<file path="config.mk">
export PLATFORM = sky130hd
export DESIGN_NAME = rx_status_writer
export DESIGN_NICKNAME = d
export VERILOG_FILES = /design/src/rtl/rsq_pkg.sv /design/src/rtl/rsq_credit.sv /design/src/rtl/rsq_ring_ptr.sv /design/src/rtl/rsq_entry_fmt.sv /design/src/rtl/rx_status_writer.sv
export SDC_FILE = /design/constraint.sdc
export NUM_CORES = 1
export LEC_CHECK = 0
export BUFFER_PORTS_ARGS = -buffer_cell sky130_fd_sc_hd__clkbuf_2
export CORE_UTILIZATION = 50
export DETAILED_ROUTE_END_ITERATION = 12
export PLACE_DENSITY = 0.69
export SYNTH_ARGS = -nofsm -noshare
export SYNTH_HDL_FRONTEND = slang
export SYNTH_HIERARCHICAL = 1
export SYNTH_SLANG_ARGS = --single-unit
</file>
<file path="constraint.sdc">
create_clock -name clk -period 7.4 [get_ports clk]
set_clock_uncertainty 0.05 [all_clocks]
set_input_delay 1.48 -clock clk [delete_from_list [all_inputs] [get_ports clk]]
set_output_delay 1.48 -clock clk [all_outputs]
set_load 0.03 [all_outputs]
</file>
<file path="src/rtl/rsq_pkg.sv">
package rsq_pkg;
   typedef enum logic [2:0] {
      CFG_BASE       = 3'd0,
      CFG_RING_BYTES = 3'd1,
      CFG_STS_ENQ    = 3'd2,
      CFG_DESC_ENQ   = 3'd3,
      CFG_MAX_LEN    = 3'd4
   } cfg_sel_e;

   localparam int unsigned ENTRY_BYTES = 8;
   localparam int unsigned LEN_W       = 16;
   localparam int unsigned IDX_FIELD_W = 15;
   localparam int unsigned ENQ_W       = 16;
   localparam int unsigned FLAG_W      = 7;

   typedef struct packed {
      logic crc_in;
      logic rx_err;
      logic overrun;
      logic framing;
      logic runt;
      logic extra;
      logic crc_err;
   } rx_flags_t;
endpackage

</file>
<file path="src/rtl/rsq_credit.sv">
module rsq_credit #(
   parameter int unsigned CNT_W = 7,
   parameter int unsigned ENQ_W = 16
) (
   input  logic             clk,
   input  logic             rst_n,
   input  logic             clr,
   input  logic             take,
   input  logic             add_en,
   input  logic [ENQ_W-1:0] add_val,
   input  logic [CNT_W-1:0] limit,
   output logic [CNT_W-1:0] cnt,
   output logic             avail
);
   localparam int unsigned SUM_W = ((ENQ_W > CNT_W) ? ENQ_W : CNT_W) + 2;

   logic [SUM_W-1:0] sum;
   logic [CNT_W-1:0] cnt_next;

   always_comb begin
      sum = SUM_W'(cnt) - SUM_W'(take) + (add_en ? SUM_W'(add_val) : '0);
      if (clr)
         cnt_next = '0;
      else if (sum > SUM_W'(limit))
         cnt_next = limit;
      else
         cnt_next = CNT_W'(sum);
   end

   always_ff @(posedge clk) begin
      if (!rst_n) cnt <= '0;
      else        cnt <= cnt_next;
   end

   assign avail = (cnt != '0);

   // Shared by status and descriptor pools
   assert_no_take_when_empty_R5: assert property (@(posedge clk) disable iff (!rst_n)
      take |-> (cnt != '0));
   assert_pool_bounded_R5: assert property (@(posedge clk) disable iff (!rst_n)
      $past(clr) |-> (cnt == '0));
endmodule

</file>
<file path="src/rtl/rsq_ring_ptr.sv">
module rsq_ring_ptr #(
   parameter int unsigned IDX_W  = 6,
   parameter int unsigned ADDR_W = 32
) (
   input  logic              clk,
   input  logic              rst_n,
   input  logic              restart,
   input  logic              adv,
   input  logic [IDX_W:0]    ents,
   input  logic [ADDR_W-1:0] base,
   output logic [IDX_W-1:0]  idx,
   output logic [ADDR_W-1:0] slot_addr
);
   localparam int unsigned SHIFT = $clog2(rsq_pkg::ENTRY_BYTES);

   logic [IDX_W:0] idx_inc;

   always_comb idx_inc = {1'b0, idx} + 1'b1;

   always_ff @(posedge clk) begin
      if (!rst_n)
         idx <= '0;
      else if (restart)
         idx <= '0;
      else if (adv)
         idx <= (idx_inc == ents) ? '0 : idx_inc[IDX_W-1:0];
   end

   assign slot_addr = base + (ADDR_W'(idx) << SHIFT);

   assert_idx_in_range_R4: assert property (@(posedge clk) disable iff (!rst_n)
      ({1'b0, idx} < ents));
endmodule

</file>
<file path="src/rtl/rsq_entry_fmt.sv">
module rsq_entry_fmt #(
   parameter int unsigned IDX_W             = 6,
   parameter bit          OVERSIZE_AS_EXTRA = 1'b1
) (
   input  logic [rsq_pkg::LEN_W-1:0]  len,
   input  rsq_pkg::rx_flags_t         flags,
   input  logic [rsq_pkg::LEN_W-1:0]  max_len,
   input  logic [IDX_W-1:0]           idx,
   output logic [31:0]                word0,
   output logic [31:0]                word1
);
   logic       too_long;
   logic [5:0] err;
   logic [rsq_pkg::IDX_FIELD_W-1:0] idx_f;

   assign too_long = (len > max_len);
   assign idx_f    = rsq_pkg::IDX_FIELD_W'(idx);

   generate
      if (OVERSIZE_AS_EXTRA) begin : g_over_extra
         assign err = {flags.rx_err, flags.overrun, flags.framing, flags.runt,
                       flags.extra | too_long, flags.crc_err};
      end else begin : g_over_rxerr
         assign err = {flags.rx_err | too_long, flags.overrun, flags.framing,
                       flags.runt, flags.extra, flags.crc_err};
      end
   endgenerate

   always_comb begin
      word0        = '0;
      word0[31]    = 1'b1;
      word0[30]    = ~|err;
      word0[29]    = 1'b1;
      word0[28]    = 1'b1;
      word0[21:16] = err;
      word0[15]    = flags.crc_in;
      word1        = {1'b1, idx_f, len};
   end
endmodule

</file>
<file path="src/rtl/rx_status_writer.sv">
module rx_status_writer #(
   parameter int unsigned ADDR_W            = 32,
   parameter int unsigned MAX_ENTRIES       = 64,
   parameter int unsigned DEF_MAX_LEN       = 2044,
   parameter bit          OVERSIZE_AS_EXTRA = 1'b1
) (
   input  logic              clk,
   input  logic              rst_n,
   input  logic              fd_valid,
   input  logic [15:0]       fd_len,
   input  logic [6:0]        fd_flags,
   input  logic              cfg_we,
   input  logic [2:0]        cfg_sel,
   input  logic [31:0]       cfg_wdata,
   input  logic              irq_ack,
   output logic              irq_pend,
   output logic              mem_we,
   output logic [ADDR_W-1:0] mem_addr,
   output logic [63:0]       mem_wdata
);
   import rsq_pkg::*;

   localparam int unsigned IDX_W = $clog2(MAX_ENTRIES);
   localparam int unsigned ENT_W = IDX_W + 1;
   localparam int unsigned NPOOL = 2;

   initial begin
      assert (MAX_ENTRIES >= 2 && (MAX_ENTRIES & (MAX_ENTRIES - 1)) == 0)
         else $error("MAX_ENTRIES must be a power of two >= 2");
      assert (IDX_W <= IDX_FIELD_W) else $error("index exceeds status field");
      assert (ADDR_W >= 4 && ADDR_W <= 32) else $error("ADDR_W out of range");
      assert (DEF_MAX_LEN < 65536) else $error("DEF_MAX_LEN exceeds field");
   end

   logic [ADDR_W-1:0] base_q;
   logic [ENT_W-1:0]  ents_q;
   logic [LEN_W-1:0]  maxlen_q;
   logic [31:0]       ents_raw;
   logic              restart;
   logic              take;
   logic [NPOOL-1:0]  pool_avail;
   logic [ENT_W-1:0]  pool_cnt [NPOOL];
   logic [IDX_W-1:0]  idx;
   logic [ADDR_W-1:0] slot_addr;
   logic [31:0]       w0, w1;

   assign ents_raw = cfg_wdata >> $clog2(ENTRY_BYTES);
   assign restart  = cfg_we && (cfg_sel == CFG_BASE || cfg_sel == CFG_RING_BYTES);
   assign take     = fd_valid && (&pool_avail);

   always_ff @(posedge clk) begin
      if (!rst_n) begin
         base_q   <= '0;
         ents_q   <= ENT_W'(MAX_ENTRIES);
         maxlen_q <= LEN_W'(DEF_MAX_LEN);
      end else if (cfg_we) begin
         case (cfg_sel)
            CFG_BASE:       base_q   <= cfg_wdata[ADDR_W-1:0];
            CFG_RING_BYTES: ents_q   <= (ents_raw == 0 || ents_raw > MAX_ENTRIES) ?
                                        ENT_W'(MAX_ENTRIES) : ENT_W'(ents_raw);
            CFG_MAX_LEN:    maxlen_q <= cfg_wdata[LEN_W-1:0];
            default: ;
         endcase
      end
   end

   // Pool 0: status slots, pool 1: receive descriptors
   generate
      for (genvar p = 0; p < NPOOL; p++) begin : g_pool
         localparam cfg_sel_e ENQ_SEL = (p == 0) ? CFG_STS_ENQ : CFG_DESC_ENQ;
         rsq_credit #(.CNT_W(ENT_W), .ENQ_W(ENQ_W)) u_credit (
            .clk     (clk),
            .rst_n   (rst_n),
            .clr     (restart),
            .take    (take),
            .add_en  (cfg_we && cfg_sel == ENQ_SEL),
            .add_val (cfg_wdata[ENQ_W-1:0]),
            .limit   (ents_q),
            .cnt     (pool_cnt[p]),
            .avail   (pool_avail[p])
         );
      end
   endgenerate

   rsq_ring_ptr #(.IDX_W(IDX_W), .ADDR_W(ADDR_W)) u_ptr (
      .clk       (clk),
      .rst_n     (rst_n),
      .restart   (restart),
      .adv       (take),
      .ents      (ents_q),
      .base      (base_q),
      .idx       (idx),
      .slot_addr (slot_addr)
   );

   rsq_entry_fmt #(.IDX_W(IDX_W), .OVERSIZE_AS_EXTRA(OVERSIZE_AS_EXTRA)) u_fmt (
      .len     (fd_len),
      .flags   (rx_flags_t'(fd_flags)),
      .max_len (maxlen_q),
      .idx     (idx),
      .word0   (w0),
      .word1   (w1)
   );

   always_ff @(posedge clk) begin
      if (!rst_n) begin
         mem_we    <= 1'b0;
         mem_addr  <= '0;
         mem_wdata <= '0;
         irq_pend  <= 1'b0;
      end else begin
         mem_we <= take;
         if (take) begin
            mem_addr  <= slot_addr;
            mem_wdata <= {w1, w0};
         end
         if (take)         irq_pend <= 1'b1;
         else if (irq_ack) irq_pend <= 1'b0;
      end
   end

   assert_both_words_valid_R3: assert property (@(posedge clk) disable iff (!rst_n)
      mem_we |-> (mem_wdata[31] && mem_wdata[63]));
   assert_clean_bit_consistent_R8: assert property (@(posedge clk) disable iff (!rst_n)
      mem_we |-> (mem_wdata[30] == (mem_wdata[21:16] == 6'd0)));
   assert_irq_with_write_R9: assert property (@(posedge clk) disable iff (!rst_n)
      mem_we |-> irq_pend);
   assert_write_follows_event_R10: assert property (@(posedge clk) disable iff (!rst_n)
      $rose(mem_we) |-> $past(fd_valid));
   assert_slot_aligned_R4: assert property (@(posedge clk) disable iff (!rst_n)
      mem_we |-> (mem_addr[2:0] == base_q[2:0] || $past(restart)));
endmodule

</file>
Word-level counts from Yosys, hierarchy flattened

Index checks and enable logic that the tools add are counted.

Register bits after elaboration: 143
Latch bits: 0
Memory bits (writable): 0
Memory bits (read-only): 0
Bits of input ports: 63
Output and inout port bits: 98
Logic and storage cells: 53
Memories kept: 0

Add/sub/neg operators: 6
Multipliers: 0
Divide/modulo/power cells: 0
Magnitude comparators: 4
Eq/ne operators: 5
Shift operators: 0
Multiplexer cells: 8
Bitwise gates (word level): 2
Reduce and logical (&&, ||, !) cells: 18

Operators with widths:

| cell                                                                              | number |
|---|---|
| 18-bit adder                                                                      | 2 |
| 18-bit by 7-bit greater-than comparator with 1-bit output                         | 2 |
| 32-bit by 9-bit adder with 32-bit output                                          | 1 |
| 32-bit zero test                                                                  | 1 |
| 16-bit two-way mux                                                                | 2 |
| 29-bit by 7-bit greater-than comparator with 1-bit output (second input constant) | 1 |
| 7-bit two-way mux                                                                 | 3 |
| 16-bit greater-than comparator                                                    | 1 |
| 7-bit by 1-bit subtractor with 8-bit output                                       | 2 |
| 7-bit nonzero test                                                                | 2 |
| 2-bit AND reduction                                                               | 4 |
| 6-bit by 1-bit adder with 7-bit output (second input constant)                    | 1 |
| 7-bit equality test                                                               | 1 |
| 3-bit by 2-bit equality test with 1-bit output (second input constant)            | 2 |
| 6-bit two-way mux                                                                 | 1 |
| 6-bit OR reduction                                                                | 1 |
| 1-bit logical AND                                                                 | 4 |
| 3-bit by 1-bit equality test with 1-bit output (second input constant)            | 1 |
| 3-bit equality test (second input constant)                                       | 1 |
| 3-bit zero test                                                                   | 1 |
| 1-bit logical OR                                                                  | 2 |
| 1-bit two-way mux                                                                 | 2 |
| 2-bit nonzero test                                                                | 1 |
| 2-bit OR reduction                                                                | 1 |
| 3 further kinds                                                                   | 3 |

Logic depth before layout (Yosys ltp)

Gate-level depths: netlist (run 1).

Depth in word-level cells: 7
Gate-level depth with buffers: 26
Mapped depth without buffers: 23

Hierarchy

The synthesis (run 1) kept the hierarchy.

Modules (own cells, without submodules):

| module                          | instances | cells an instance | area an instance (um2) | sequential area each (um2) |
|---|---|---|---|---|
| rx_status_writer                | 1         | 668               | 5674.2                 | 3062.9 |
| rsq_credit (g_pool[0].u_credit) | 1         | 283               | 1971.9                 | 140.1 |
| rsq_credit (g_pool[1].u_credit) | 1         | 248               | 1828.0                 | 140.1 |
| rsq_ring_ptr                    | 1         | 151               | 1146.1                 | 120.1 |
| rsq_entry_fmt                   | 1         | 125               | 914.6                  | 0.0 |

Worst setup path after synthesis (run 1)

Ideal clock, no wire load.

Path type: input to register
Start: input cfg_sel[2]
End: register g_pool[0].u_credit.cnt[0]
Library setup time: 0.072 ns
Arrival time: 5.840 ns
Data required time: 7.278 ns
Setup slack: 1.438 ns
Stages: 22
Path buffers: 3
Cells stage by stage: nand2b_1 > nor3b_1 > buf_2 > clkbuf_1 > clkbuf_1 > and2_1 > ha_1 > inv_1 > fa_1 > nand2b_1 > nand2b_1 > a21oi_1 > xnor2_1 > ha_1 > a21oi_1 > nand2_1 > a2111oi_0 > o32ai_1 > a21oi_1 > o2111ai_1 > a2111oi_4 > mux2i_1

Word-level cells in the longest chain between the ends: 6
Elaborated cells between the ends (all ways): 11
Classes of those cells: add/sub (1); order compare (1); eq/ne (2); mux (2); reduce/logical (5)

RTL lines:

| what                                                      | line                   | text |
|---|---|---|
| from (decl)                                               | rx_status_writer.sv:13 | `input logic [2:0] cfg_sel,` |
| 3-bit by 2-bit equality test with 1-bit output            | rx_status_writer.sv:76 | `.add_en (cfg_we && cfg_sel == ENQ_SEL),` |
| 1-bit logical AND                                         | rx_status_writer.sv:76 |  |
| 16-bit two-way mux                                        | rsq_credit.sv:21       | `sum = SUM_W'(cnt) - SUM_W'(take) + (add_en ? SUM_W'(add_val) : '0);` |
| 18-bit adder                                              | rsq_credit.sv:21       |  |
| 18-bit by 7-bit greater-than comparator with 1-bit output | rsq_credit.sv:24       | `else if (sum > SUM_W'(limit))` |
| 7-bit two-way mux                                         | rsq_credit.sv:24       |  |
| to (signal assigned)                                      | rsq_credit.sv:32       | `else cnt <= cnt_next;` |
| to (decl)                                                 | rsq_credit.sv:12       | `output logic [CNT_W-1:0] cnt,` |

Parallel ways exist; a longest one is shown, timed or not.
A chain may end at the register's enable or synchronous reset.

Worst setup path in the final report (run 1)

Start: register g_pool[0].u_credit.cnt[3]
End: register g_pool[0].u_credit.cnt[6]

Word-level cells in the longest chain between the ends: 7

RTL lines:

| what                                                      | line                   | text |
|---|---|---|
| 7-bit nonzero test (*)                                    | rsq_credit.sv:35       | `assign avail = (cnt != '0);` |
| net pool_avail[0]                                         | rx_status_writer.sv:41 | `logic [NPOOL-1:0] pool_avail;` |
| 2-bit AND reduction (*)                                   | rx_status_writer.sv:49 | `assign take = fd_valid && (&pool_avail);` |
| 1-bit logical AND (*)                                     | rx_status_writer.sv:49 |  |
| 7-bit by 1-bit subtractor with 8-bit output (*)           | rsq_credit.sv:21       |  |
| 18-bit adder (*)                                          | rsq_credit.sv:21       |  |
| 18-bit by 7-bit greater-than comparator with 1-bit output | rsq_credit.sv:24       |  |
| 7-bit two-way mux (*)                                     | rsq_credit.sv:24       |  |

Mark *: on every way through the listed nets, which the timed path passes. The rest lies on a longest branch.

==> results.cfg, run 1 <==
[timing]
finalCriticalPeriod_ps = 6240
setup_viol = 0
setup_tns_ps = 0
slew_headroom = 0.273
tightestPinTransition_ps = 1090
whs_ps = 402
min_period_over_period = 0.843
maxSlewViolCount = 0
rsz0062_at_grt = false
hold_viol = 0
setup_slack_ps = 1160
fmax_mhz = 160

[synthesis]
synth_area_sq_um = 11500
synth_cells = 1475
async_flop_share = 0
yosysSeqAreaShare = 0.300
post-synth-top-area-fraction = 0.300
yosys_warnings = 6
synth_ff_type = dfxtp_1
synth_edf_count = 0
synth.distinct_cells = 102
synth.avg_cell_area_sq_um = 7.82
synth_area_leader_cell = dfxtp_1
ys_seq_elements = 173
synthTopCellsByArea = dfxtp_1 (30%), nand2_1 (12%), ha_1 (7.3%)

[clocking]
postCtsSetupRepairBufs = 0
clk_pin_slew_worst_paths_ps = 60
cts_max_level = 4
worstSkewPairLatency_ps = 430
cts_tree = done
clock_sinks = 173
clockBufferDepth = 2
numCtsBuffers = 17
post_cts_resized = 0
cts_hold_buf = 0
ctsRootBufferMaster = clkbuf_16

[worst_hold_path]
min_path_type = reg2reg
whs_path_depth = 2

[layout]
fill_cells = 2160
final_common_cell = nand2_1
final_util = 0.559
finalNonFillerCells = 1849
drive_gt1_frac = 0.154
final_cell_mix = nand2_1 (360), dfxtp_1 (173), clkbuf_2 (159)
nets = 1684
areaGrowthSynthToFinish_pct = 9.71
diodes = 0
design_area_sq_um = 12700

[setup_path]
setup.worst_path.end_class = register
timing_worst_setup_path_type = reg2reg
worst_ep_required_time_ps = 7710
start_kind = register
worst-endpoint-arrival_ps = 6550
rr_worst_depth = 20
cp_max_fo = 8

[detailed_routing]
route.detailed.drc = 0
vias = 10213
dr.first_iter.drc_count = 629
wl_per_cell_um = 16.1
drtAntennaViolNets = 0
totalWireLength_um = 29800
vias_per_cell = 5.52
first_pass_iters = 5

[global_routing]
grt_max_degree = 107
antenna_found_initial = 0
grt_pass1_wl_um = 47600
grt_pass1_vias = 9472
grt-ovfl-total = 0
grt_use_total = 0.250

[floorplan]
die_area_sq_um = 23700
io-pin-count = 161
core_area_sq_um = 22600
die_h_um = 154
start_util = 0.509
rows = 55
die-width_um = 154

[place]
dp_cells = 1817
gp_congestion = 0.962
placed_cell_area_sq_um = 12000
dpl_worst_slack_ps = 963
portBuffers = 160
post-dp-hpwl_um = 21100

[pwr]
leakagePower_nw = 5.34
vdd_drop_max_uv = 201
power_mw = 3.97
p_per_area_nw_per_um2 = 313

[run]
cap_violations = 0

[status]
status = complete, no violations
==> synthesized netlist by cell type, drive strengths merged (4+ instances only) <==
cell type	count
nand2	361
dfxtp	173
a21boi	140
buf	99
ha	67
inv	64
a21oi	56
nor2	50
nand3	44
xnor2	44
clkbuf	43
o21ai	40
and2	29
nand4	24
xor2	20
nor3	17
nor4	17
a31oi	13
a21o	11
and3	11
mux2i	11
nor2b	11
o211ai	11
a211oi	9
nand2b	8
or3	7
or4	7
a22o	6
o2111ai	6
a2111oi	4
a211o	4
o211a	4
o22ai	4
==> worst paths after layout <==
check / start / end / slack [ps]
hold / removal: base_q[0]$_SDFFE_PN0P_ / mem_addr[0]$_SDFFE_PN0P_ / 400
setup / recovery: g_pool[0].u_credit/cnt[3]$_SDFF_PP0_ / g_pool[0].u_credit/cnt[6]$_SDFF_PP0_ / 1160
hold reg to reg: base_q[0]$_SDFFE_PN0P_ / mem_addr[0]$_SDFFE_PN0P_ / 400
setup reg to reg: g_pool[0].u_credit/cnt[3]$_SDFF_PP0_ / g_pool[0].u_credit/cnt[6]$_SDFF_PP0_ / 1160
==> power by group <==
| group | switching [mW] | internal (mW) | total [mW] |
|---|---|---|---|
| clock network | 0.368 | 0.616 | 0.984 |
| logic | 1.22 | 0.629 | 1.85 |
| registers | 0.0847 | 1.05 | 1.13 |
==> registers in the layout, summed over array words and instances (netlist names) <==
signal,flops
mem_we,1
irq_pend,1
mem_wdata,64
u_ptr/idx,6
maxlen_q,16
g_pool.u_credit/cnt,14
base_q,32
ents_q,7
mem_addr,32
==> cell type report <==
cell class                 count  area [sq um]  share of cell area
clock inverter                11           189              0.0149
timing repair buffer         167           856              0.0676
multi-input combinational   1127          7080               0.560
clock buffer                  21           460              0.0364
inverter                      65           245              0.0194
tap                          285           357              0.0282
sequential                   173          3460               0.274
==> kinds of logic after synthesis <==
family,synth area share
AOI/OAI and AO/OA,0.217
xor gates and xnor gates,0.0486
adders and majority gates,0.0779
buffers and inverters,0.0981
DFF,0.300
muxes,0.0115
other,0.000651
and+or+nand+nor,0.246
==> routing by layer <==
layer  global-route usage  share of wire  wire [um]  up-vias
met5                    0              0          0        -
met4                0.112          0.035       1050        0
met3               0.0386          0.057       1700       66
met2                0.415           0.46      13800      353
met1                0.319           0.45      13300     4662
li1                     -              -          -     5132
==> worst max-delay path: stages (launching register included) <==
cell	delay [ps]
dfxtp_1	350
or4_1	750
or4_1	530
nand3_4	110
inv_2	40
ha_1	230
ha_1	340
inv_1	60
ha_1	300
a211oi_1	450
o21ai_0	220
xor2_1	310
ha_1	310
nand4_1	130
a21oi_1	60
a2111oi_0	480
o32ai_1	190
a21oi_1	150
o2111ai_1	180
a2111oi_4	680
mux2i_1	250
(Power assumes the default switching activity.)
==> inputs of run 2 (changes only) <==
- PLACE_DENSITY: 0.69 -> 0.72
- clock period: 7.4 -> 5.28 ns (I/O delays scaled with it)
==> results.cfg, run 2 (synthesized netlist as in run 1, its figures left out) <==
[global_routing]
grt_pass1_wl_um = 47900
antenna_found_initial = 0
grt_max_degree = 98
grt-ovfl-total = 0
use_met1 = 0.331
grtUsageMet3 = 0.0352
grt_use_total = 0.248
met2_usage = 0.405
grt_pass1_vias = 9462
grt_busiest_layer = met2

[timing]
finalCriticalPeriod_ps = 5190
setup_slack_ps = 86.1
hold_viol = 0
min_period_over_period = 0.984
maxSlewViolCount = 0
setup_tns_ps = 0
setup_viol = 0
whs_ps = 396
tightestPinTransition_ps = 1200
fmax_mhz = 193
slew_headroom = 0.196

[detailed_routing]
wl_per_cell_um = 15.9
vias = 10366
dr.first_iter.drc_count = 679
first_pass_iters = 7
route.detailed.drc = 0
totalWireLength_um = 29800
drtAntennaViolNets = 0
vias_per_cell = 5.52

[place]
dpl_worst_slack_ps = 19.2
gp_congestion = 0.882
placed_cell_area_sq_um = 12200
post-dp-hpwl_um = 21200
portBuffers = 160

[clocking]
cts_max_level = 4
cts_hold_buf = 0
cts_tree = done
clk_pin_slew_worst_paths_ps = 60
ctsRootBufferMaster = clkbuf_16
numCtsBuffers = 17
clockBufferDepth = 2
worstSkewPairLatency_ps = 420
clock_sinks = 173

[floorplan]
core_area_sq_um = 22600
rows = 55
die-width_um = 154
die_area_sq_um = 23700
io-pin-count = 161
start_util = 0.509
die_h_um = 154

[setup_path]
slowest_delay_ps = 560
setup.worst_path.end_class = register
timing_worst_setup_path_type = reg2reg
worst_ep_required_time_ps = 5570
crit_slowest_cell = or4b_4
worst-endpoint-arrival_ps = 5490
path_cells = or4_4, or4_4, nand3_4, inv_2, ha_2, ha_4, nand2_1, xnor2_1, ha_1, o211ai_1, buf_4, o211a_1, a211o_1, a211o_1, o2bb2ai_1, or4b_4, a2111oi_4, buf_6, mux2i_1
critical-path-top-delay-family = simple AND/OR/NAND/NOR gates
start_kind = register
worst-path-buf-inv = 3
cp_max_fo = 7

[pwr]
power.switching_mw = 2.40
p_seq_frac = 0.276
p_per_area_nw_per_um2 = 440
combPwrFrac = 0.509
clkPwrFrac = 0.215
vdd_drop_max_uv = 321
leakagePower_nw = 5.48
p_sw_frac = 0.420
p_int_mw = 3.31
power_mw = 5.71

[worst_hold_path]
min_path_type = reg2reg

[layout]
final_cell_mix = nand2_1 (360), dfxtp_1 (172), clkbuf_2 (159)
diodes = 0
final_common_cell = nand2_1
largest_register = mem_wdata
drive_gt1_frac = 0.184
areaGrowthSynthToFinish_pct = 12.6
largest_register_ffs = 64
top_regs = mem_wdata x64, base_q x32, mem_addr x32
design_area_sq_um = 13000
nets = 1714

[status]
status = complete, no violations

[run]
cap_violations = 0
-- run 2: cell types whose count changed in the layout (fill, tap and decap cells not counted), sizes merged --
cell | before | now
clkbuf | 180 | 181
clkinv | 5 | 4
buf | 8 | 38
bufinv | 5 | 2
clkinvlp | 2 | 4
-- run 2: layout make-up --
| class | count | area, sq um |
|---|---|---|
| clock buffers | 22 | 474 |
| clock inverters | 9 | 113 |
| fillers | 2073 | 9660 |
| inverters | 65 | 245 |
| multi-input cells | 1127 | 7240 |
| flip-flops and latches | 173 | 3460 |
| well taps | 285 | 357 |
| repair buffers | 197 | 1080 |
-- run 2: worst paths after layout --
kind              slack, ps                                 start                                   end  depth (start not counted)
hold / removal          400                base_q[0]$_SDFFE_PN0P_              mem_addr[0]$_SDFFE_PN0P_                          2
hold reg to reg         400                base_q[0]$_SDFFE_PN0P_              mem_addr[0]$_SDFFE_PN0P_                          2
setup / recovery         90  g_pool[0].u_credit/cnt[4]$_SDFF_PP0_  g_pool[0].u_credit/cnt[5]$_SDFF_PP0_                         19
setup reg to reg         90  g_pool[0].u_credit/cnt[4]$_SDFF_PP0_  g_pool[0].u_credit/cnt[5]$_SDFF_PP0_                         19
-- run 2: metrics by stage --
stage / utilization / cells
after floorplan: - / 1507
after global placement: 0.539 / 1839
after detailed placement: 0.539 / 1839
after CTS: 0.565 / 1870
after global routing: 0.573 / 1878
final: 0.573 / 1878
-- run 2: layer usage --
layer  wire length [um]  up-vias  part of all wire
met2              13600      327              0.45
met3               1550       57             0.052
met1              13800     4788              0.46
met4                922        0             0.031
met5                  0        -                 0
li1                   -     5194                 -
-- run 2: power by group through the flow --
stage | clock network [mW] | logic, mW | registers [mW]
floorplan | 0 | 1.84 | 1.84
global placement | 0 | 2.65 | 1.60
CTS | 1.25 | 2.70 | 1.57
global route | 1.32 | 3.18 | 1.59
finish | 1.23 | 2.90 | 1.58
detailed placement | 0 | 2.68 | 1.60
-- run 2: repair_timing --
action	CTS	global route
resized for setup	1	29
setup endpoints to repair	2	14
pin swaps	1	15
setup buffers	0	8
-- run 2: tightest hold or removal path, delay by kind of cell, from the launching register on --
kind | cells | cell delay [ps]
AOI/OAI and AO/OA | 1 | 50
and+or+nand+nor | 1 | 50
DFF | 1 | 310
